[src/rtl/ud_count_pkg.sv]
package ud_count_pkg;
  typedef struct packed {
    logic load;
    logic inc;
    logic dec;
  } strobe_t;
endpackage

[src/rtl/ud_count_ctrl.sv]
module ud_count_ctrl
  import ud_count_pkg::*;
(
  input  logic    clk,
  input  logic    loadN,
  input  logic    enPN,
  input  logic    enTN,
  input  logic    upDn,
  input  logic    atMax,
  input  logic    atMin,
  output strobe_t strb,
  output logic    rcoN
);
  logic stepOk;

  always_comb begin
    stepOk    = loadN && !enPN && !enTN;
    strb.load = !loadN;
    strb.inc  = stepOk && upDn;
    strb.dec  = stepOk && !upDn;
    rcoN      = !(!enTN && (upDn ? atMax : atMin));
  end

  // load excludes stepping
  assert_load_priority_R1: assert property (@(posedge clk)
    $onehot0({strb.load, strb.inc, strb.dec}))
    else $error("load priority broken");

  // carry only while the gating enable is asserted
  assert_rco_gate_R6: assert property (@(posedge clk)
    !rcoN |-> !enTN)
    else $error("carry without enable T");
endmodule

[src/rtl/ud_count_dp.sv]
module ud_count_dp
  import ud_count_pkg::*;
#(
  parameter int STAGE_W = 4
) (
  input  logic               clk,
  input  strobe_t            strb,
  input  logic [STAGE_W-1:0] dataIn,
  output logic [STAGE_W-1:0] cntQ,
  output logic               atMax,
  output logic               atMin
);
  localparam logic [STAGE_W-1:0] ONE = STAGE_W'(1);

  always_ff @(posedge clk) begin
    if (strb.load)     cntQ <= dataIn;
    else if (strb.inc) cntQ <= cntQ + ONE;
    else if (strb.dec) cntQ <= cntQ - ONE;
  end

  always_comb begin
    atMax = &cntQ;
    atMin = ~|cntQ;
  end

  assert_load_R1: assert property (@(posedge clk) disable iff ($isunknown(cntQ))
    strb.load |=> cntQ == $past(dataIn))
    else $error("load value wrong");

  assert_hold_R2: assert property (@(posedge clk) disable iff ($isunknown(cntQ))
    !strb.load && !strb.inc && !strb.dec |=> $stable(cntQ))
    else $error("hold broken");

  assert_inc_R3: assert property (@(posedge clk) disable iff ($isunknown(cntQ))
    !strb.load && strb.inc |=> cntQ == STAGE_W'($past(cntQ) + ONE))
    else $error("increment wrong");

  assert_dec_R4: assert property (@(posedge clk) disable iff ($isunknown(cntQ))
    !strb.load && strb.dec |=> cntQ == STAGE_W'($past(cntQ) - ONE))
    else $error("decrement wrong");

  // wrap points
  assert_wrap_up_R5: assert property (@(posedge clk) disable iff ($isunknown(cntQ))
    !strb.load && strb.inc && atMax |=> atMin)
    else $error("up wrap wrong");
endmodule

[src/rtl/ud_count_stage.sv]
module ud_count_stage
  import ud_count_pkg::*;
#(
  parameter int STAGE_W = 4
) (
  input  logic               clk,
  input  logic               loadN,
  input  logic               enPN,
  input  logic               enTN,
  input  logic               upDn,
  input  logic [STAGE_W-1:0] dataIn,
  output logic [STAGE_W-1:0] count,
  output logic               rcoN
);
  strobe_t strb;
  logic    atMax;
  logic    atMin;

  ud_count_ctrl ctrl_i (
    .clk   (clk),
    .loadN (loadN),
    .enPN  (enPN),
    .enTN  (enTN),
    .upDn  (upDn),
    .atMax (atMax),
    .atMin (atMin),
    .strb  (strb),
    .rcoN  (rcoN)
  );

  ud_count_dp #(.STAGE_W(STAGE_W)) dp_i (
    .clk    (clk),
    .strb   (strb),
    .dataIn (dataIn),
    .cntQ   (count),
    .atMax  (atMax),
    .atMin  (atMin)
  );
endmodule

[src/rtl/ud_count_chain.sv]
module ud_count_chain #(
  parameter int STAGE_W = 4,
  parameter int STAGES  = 3
) (
  input  logic                       clk,
  input  logic                       loadN,
  input  logic                       enPN,
  input  logic                       enTN,
  input  logic                       upDn,
  input  logic [STAGES*STAGE_W-1:0]  dataIn,
  output logic [STAGES*STAGE_W-1:0]  count,
  output logic                       rcoN
);
  localparam int CHAIN_W = STAGES * STAGE_W;

  logic [STAGES:0] carryN;

  assign carryN[0] = enTN;

  for (genvar i = 0; i < STAGES; i++) begin : g_stage
    ud_count_stage #(.STAGE_W(STAGE_W)) stage_i (
      .clk    (clk),
      .loadN  (loadN),
      .enPN   (enPN),
      .enTN   (carryN[i]),
      .upDn   (upDn),
      .dataIn (dataIn[i*STAGE_W +: STAGE_W]),
      .count  (count[i*STAGE_W +: STAGE_W]),
      .rcoN   (carryN[i+1])
    );
  end

  assign rcoN = carryN[STAGES];

  assert_chain_up_R7: assert property (@(posedge clk) disable iff ($isunknown(count))
    loadN && !enPN && !enTN && upDn |=> count == CHAIN_W'($past(count) + 1'b1))
    else $error("chain increment wrong");

  assert_chain_down_R7: assert property (@(posedge clk) disable iff ($isunknown(count))
    loadN && !enPN && !enTN && !upDn |=> count == CHAIN_W'($past(count) - 1'b1))
    else $error("chain decrement wrong");
endmodule

[config.mk]
export PLATFORM = sky130hd
export DESIGN_NAME = ud_count_chain
export DESIGN_NICKNAME = d
export VERILOG_FILES = /design/src/rtl/ud_count_pkg.sv /design/src/rtl/ud_count_ctrl.sv /design/src/rtl/ud_count_dp.sv /design/src/rtl/ud_count_stage.sv /design/src/rtl/ud_count_chain.sv
export SDC_FILE = /design/constraint.sdc
export NUM_CORES = 1
export LEC_CHECK = 0
export ABC_AREA = 1
export CAP_MARGIN = 20
export CORE_AREA = 2 2 43 60
export DETAILED_ROUTE_END_ITERATION = 16
export DIE_AREA = 0 0 45 62
export PLACE_DENSITY = 0.8
export SLEW_MARGIN = 30
export SYNTH_ARGS = -nofsm -noshare
export SYNTH_HDL_FRONTEND = slang
export SYNTH_SLANG_ARGS = --single-unit
[constraint.sdc]
create_clock -name clk -period 2.9 [get_ports clk]
set_input_delay 0.58 -clock clk [delete_from_list [all_inputs] [get_ports clk]]
set_output_delay 0.58 -clock clk [all_outputs]
set_load 0.1 [all_outputs]
; Yosys cells after proc, flatten, opt, wreduce, memory -nomap -nowiden
; Cells that the tools add are included.
[classes]
add_sub_neg = 6
eq_ne = 3
mux = 12
n_reduce_logical = 26
[ops]
columns = operator, n
row1 = $mux W4, 9
row2 = $logic_and A1 B1 Y1, 13
row3 = $add A4 B1 Y4 const B, 3
row4 = $reduce_and A4 Y1, 3
row5 = $reduce_or A4 Y1, 3
row6 = $sub A4 B1 Y4 const B, 3
row7 = $ne A3 B1 Y1 const B, 3
row8 = $logic_not A1 Y1, 7
row9 = $mux W1, 3
[word_totals]
regBits = 12
input_bits = 17
out_inout_bits = 13
wordCells = 50

; Depth between registers and ports, before layout
[depth]
word_depth = 10
mapped_depth = 15
depth_no_buf = 14

; Modules after synthesis
; From an unflattened synthesis, not the netlist that was laid out.
[hier_totals]
cells_unflattened = 150
area_unflattened_um2 = 1047.3
[by_module_without_submodules]
columns = module, instances, cells_each, area_per_inst_um2, seq_area_each_um2
row1 = ud_count_dp, 3, 38, 296.5, 120.1
row2 = ud_count_ctrl, 3, 12, 52.6, 0.0

; Worst setup path after synthesis
; No wires, ideal clock.
[synth_timing]
path_type = flip-flop to output port
from = reg g_stage[2].stage_i.dp_i.cntQ[0]
to = out rcoN
arrival_ps = 2673
required_time_ps = 2320
path_slack_ps = -353
path_stages_with_launch = 3
n_path_buf = 0
path_cell_list = edfxtp_1 -> nor4_1 -> o211ai_1
[synth_between]
elab_chain_cells = 5
word_cells_on_any_way = 6
cone_classes = 1 x mux / 5 x reduce/logical
[synth_lines]
columns = item, line
row1 = start: declaration, ud_count_dp.sv:9  ; output logic [STAGE_W-1:0] cntQ,
row2 = start signal: assignment, ud_count_dp.sv:16  ; if (strb.load) cntQ <= dataIn;
row3 = start signal: assignment, ud_count_dp.sv:17  ; else if (strb.inc) cntQ <= cntQ + ONE;
row4 = start signal: assignment, ud_count_dp.sv:18  ; else if (strb.dec) cntQ <= cntQ - ONE;
row5 = $reduce_or A4 Y1, ud_count_dp.sv:23  ; atMin = ~|cntQ;
row6 = $logic_not A1 Y1, ud_count_dp.sv:23
row7 = $mux W1 *, ud_count_ctrl.sv:21  ; rcoN = !(!enTN && (upDn ? atMax : atMin));
row8 = $logic_and A1 B1 Y1 *, ud_count_ctrl.sv:21
row9 = $logic_not A1 Y1 *, ud_count_ctrl.sv:21
row10 = end: declaration, ud_count_chain.sv:12  ; output logic rcoN
; Every way passes the cells marked *; elsewhere a longest branch is shown, timed or not.

; Worst setup path after layout
[layout_timing]
from = in upDn
to = reg g_stage[2].stage_i.dp_i.cntQ[3], data pin
[layout_between]
elab_chain_cells = 7
word_cells_on_any_way = 8
cone_classes = 4 x mux / 4 x reduce/logical
[layout_lines]
columns = item, line
row1 = start: declaration, ud_count_chain.sv:9  ; input logic upDn,
row2 = $mux W1, ud_count_ctrl.sv:21
row3 = $logic_and A1 B1 Y1 (2 in series), ud_count_ctrl.sv:21
row4 = $logic_and A1 B1 Y1, ud_count_ctrl.sv:17  ; stepOk = loadN && !enPN && !enTN;
row5 = $logic_and A1 B1 Y1 *, ud_count_ctrl.sv:19  ; strb.inc = stepOk && upDn;
row6 = $mux W4 *, ud_count_dp.sv:17
row7 = $mux W4 *, ud_count_dp.sv:16
; Marks and branches as above.
; A chain may end at the register's enable or synchronous reset.

==> summary.md <==
| Metric | Value |
|---|---|
| Status | `completed` |
| Buf/Inv on CP | `3` |
| Worst-path clk slew | `approximately 70 ps` |
| CTS tree | `done` |
| Row count | `21` |
| Hold Path Class | `reg2reg` |
| Vias | `985` |
| Initial Utilization | `roughly 43%` |
| TritonCTS Buffers | `3` |
| Gate power share | `45.7%` |
| Yosys top cell by area | `edfxtp_1` |
| Final setup fails | `0` |
| Final hold viol count | `0` |
| Cells after synthesis | `~130` |
| Chip Height | `a little over 60 µm` |
| P per Cell Area | `470 mW/mm²` |
| Worst VDD drop | `between 0.3 and 0.4 mV` |
| Final core utilization | `about 60%` |
| Max-cap viol count | `0` |
| FF+latch area | `360 µm²` |
| Vias in the first global route | `945` |
| Clock latency on the worst-skew pair | `approximately 280 ps` |
| CORE AREA | `between 0.002 and 0.0025 mm²` |
| Post-DP Area | `between 0.001 and 0.0015 mm²` |
| Skew final | `around 5.7 ps` |
| Top post-synthesis cells by count | `44 x nand2_1, 12 x edfxtp_1, 12 x nand3_1, 9 x nor2_1, 8 x inv_1` |
| PostCTS Resize Cnt | `0` |
| Switching power | `~0.00028 W` |
| H-tree levels | `1` |
| Post-CTS Setup Bufs | `0` |
| Final period util | `between 90% and 100%` |
| Critical-path top delay cell | `clkdlybuf4s50_1` |
| Distinct cells, synth | `24` |
| Sw Ratio | `around 44%` |
| RD Place Congestion | `approximately 0.84` |
| Startpoint types | `input pin` |
| CTS Hold Bufs | `0` |
| Most common cell in the netlist | `nand2_1` |
| Setup crit end kind | `flop` |
| DP Wirelength | `1.90 mm` |
| Critical path arrival | `2700 ps` |
| Antenna violations before repair | `0` |
| FF+latch count, synth | `12` |
| Final WL | `about 2.3 mm` |
| Unrepaired setup endpoints after global routing | `no` |
| Largest regs | `g_stage.stage_i.dp_i.cntQ (12)` |
| Uppermost layer routed | `met4` |
| Worst Path Required | `2940 ps` |
| DRC Markers | `0` |
| DR pass1 iterations | `4` |
| Mapped Area | `roughly 990 µm²` |
| Ys flop type | `edfxtp_1` |
| GRT Total Usage | `approximately a fifth` |
| Antenna cells | `0` |
| Pint | `0.000357 W` |
| Die ar. | `roughly 0.0028 mm²` |
| Fillcell total | `between 200 and 250` |
| Leak Pwr | `~0.6 nW` |
| Pin count of the biggest net entering global routing | `19` |
| Post-synth top area share | `between 30% and 40%` |
| Critical path class | `in2reg` |
| Io pins | `30` |
| Reg with most FFs | `g_stage.stage_i.dp_i.cntQ` |
| Fin crit period | `between 2000 and 3000 ps` |
| Mapped Avg Cell Area | `7.90 µm²` |
| Initial DRC count | `36` |
| Worst slew margin | `60.0%` |
| Clock Path Buffers | `2` |
| Final Slew Violations | `0` |
| Antenna Violating Nets Remaining | `0` |
| WL met3 | `a little over 100 µm` |
| CP peak stage delay | `approximately 570 ps` |
| Max FFs per register | `12` |
| Most common cell on crit path | `nand2_1` |
| Sink Count | `12` |
| Worst slew pin tran | `about 590 ps` |
| Area grow syn2layout | `37.1%` |
| Vias per inst | `about 5.3` |
| Fmax | `roughly 380 MHz` |
| Met2 wire length | `roughly 1.2 mm` |
| Avg WL per Cell | `12.1 µm` |
| Crit path cell chain | `clkdlybuf4s50_1 > nand2_1 > o21ai_2 > buf_4 > nand4_1 > ha_1 > a21oi_1 > nand2_1 > xor2_1 > inv_1 > nand2_1 > nand3_1 > nand2_1` |
| Design Area, Final | `0.00135 mm²` |
| Number of port buffers | `29` |
| Post-synthesis sequential area ratio | `36.5%` |
| Syn_nets | `between 150 and 200` |
| Area of the multi-input gates | `559 µm²` |
| Share of total power in the clock network | `roughly 16%` |
| CTS root buffer | `clkbuf_4` |
| Global-route wire length before repair | `approximately 3.8 mm` |
| Synth warn | `0` |
| Die X | `about 45 µm` |
| Sequential power share | `between 30% and 40%` |
| Total negative slack | `0 ps` |
| CP max FO | `6` |
| Synth area leaders | `edfxtp_1 37%, nand2_1 17%, ha_1 7.6%, fa_1 6.1%, nand3_1 6.1%` |
| Layout cells sized above 1 | `a little under 20%` |
| M1 wire length | `between 800 and 900 µm` |
| Grt ovf | `0` |
| Top cell family by delay on the critical path | `buffers and inverters` |
| # nets final | `between 150 and 200` |
| EDFF count, synth | `12` |
| Async set-reset flop share out of synthesis | `0%` |
[final timing paths]
path	startpoint	endpoint	slack [ps]	depth (start not counted)
max	upDn	g_stage[2].stage_i.dp_i.cntQ[3]	240	13
min	g_stage[2].stage_i.dp_i.cntQ[0]	g_stage[2].stage_i.dp_i.cntQ[0]	750	1
max reg2reg	g_stage[0].stage_i.dp_i.cntQ[0]	g_stage[2].stage_i.dp_i.cntQ[3]	540	13
min reg2reg	g_stage[2].stage_i.dp_i.cntQ[0]	g_stage[2].stage_i.dp_i.cntQ[0]	750	1
[power by group through the flow]
stage	Sequential, W	Clock (W)	Combinational [W]
after detailed placement	0.000247	0	0.000291
after CTS	0.000243	0.000102	0.000293
final	0.000243	0.000102	0.000291
after global routing	0.000247	0.000109	0.000314
after global placement	0.000246	0	0.000284
after floorplan	0.000365	0	0.0000925
[area by class of cell]
class	count	area share (%)
Multi-Input combinational cell	100	41.3
Inverter	10	2.77
Sequential cell	12	26.6
Timing Repair Buffer	39	25.5
Clock buffer	3	1.66
Tap cell	23	2.13
[cells by family after synthesis]
group	synth area share (%)
AO/OA/AOI/OAI	7.98
flip-flops	36.5
XOR/XNOR	3.55
buffers and inverters	6.84
adder cells (fa/ha/maj)	13.7
AND/OR/NAND/NOR	31.4
[per-layer routing]
| layer | track usage, % | vias to the layer above |
|---|---|---|
| met5 | 0 | - |
| met4 | 9.24 | 0 |
| met1 | 20.7 | 454 |
| li1 | - | 499 |
| met2 | 34.5 | 27 |
| met3 | 2.02 | 5 |
[layout by cell type (no fill, tap or decap)]
cell,count
o21ai_1,1
nor2_2,2
nand2_1,44
buf_12,1
or2_2,1
edfxtp_1,12
o21ai_0,7
nor4_1,1
o21ai_2,1
nand4_1,3
ha_1,6
buf_4,22
inv_1,8
nand3_1,12
o211ai_1,1
o31ai_1,1
xnor2_1,3
inv_2,2
fa_1,3
nor2_1,9
a21oi_1,3
xor2_1,1
clkbuf_4,3
clkdlybuf4s50_1,16
nand3b_1,1
[metrics by stage]
stage / power (W) / worst slack (ps) / hold WS (ps) / std cells
after global placement: 0.000530 / 7.47 / 736 / 184
after floorplan: 0.000458 / -320 / 759 / 125
after CTS: 0.000638 / 226 / 763 / 187
after detailed placement: 0.000538 / -52.9 / 746 / 184
final: 0.000636 / 238 / 753 / 187
after global routing: 0.000670 / 43.1 / 801 / 187
Note: power is estimated with default switching activity, not from simulation.
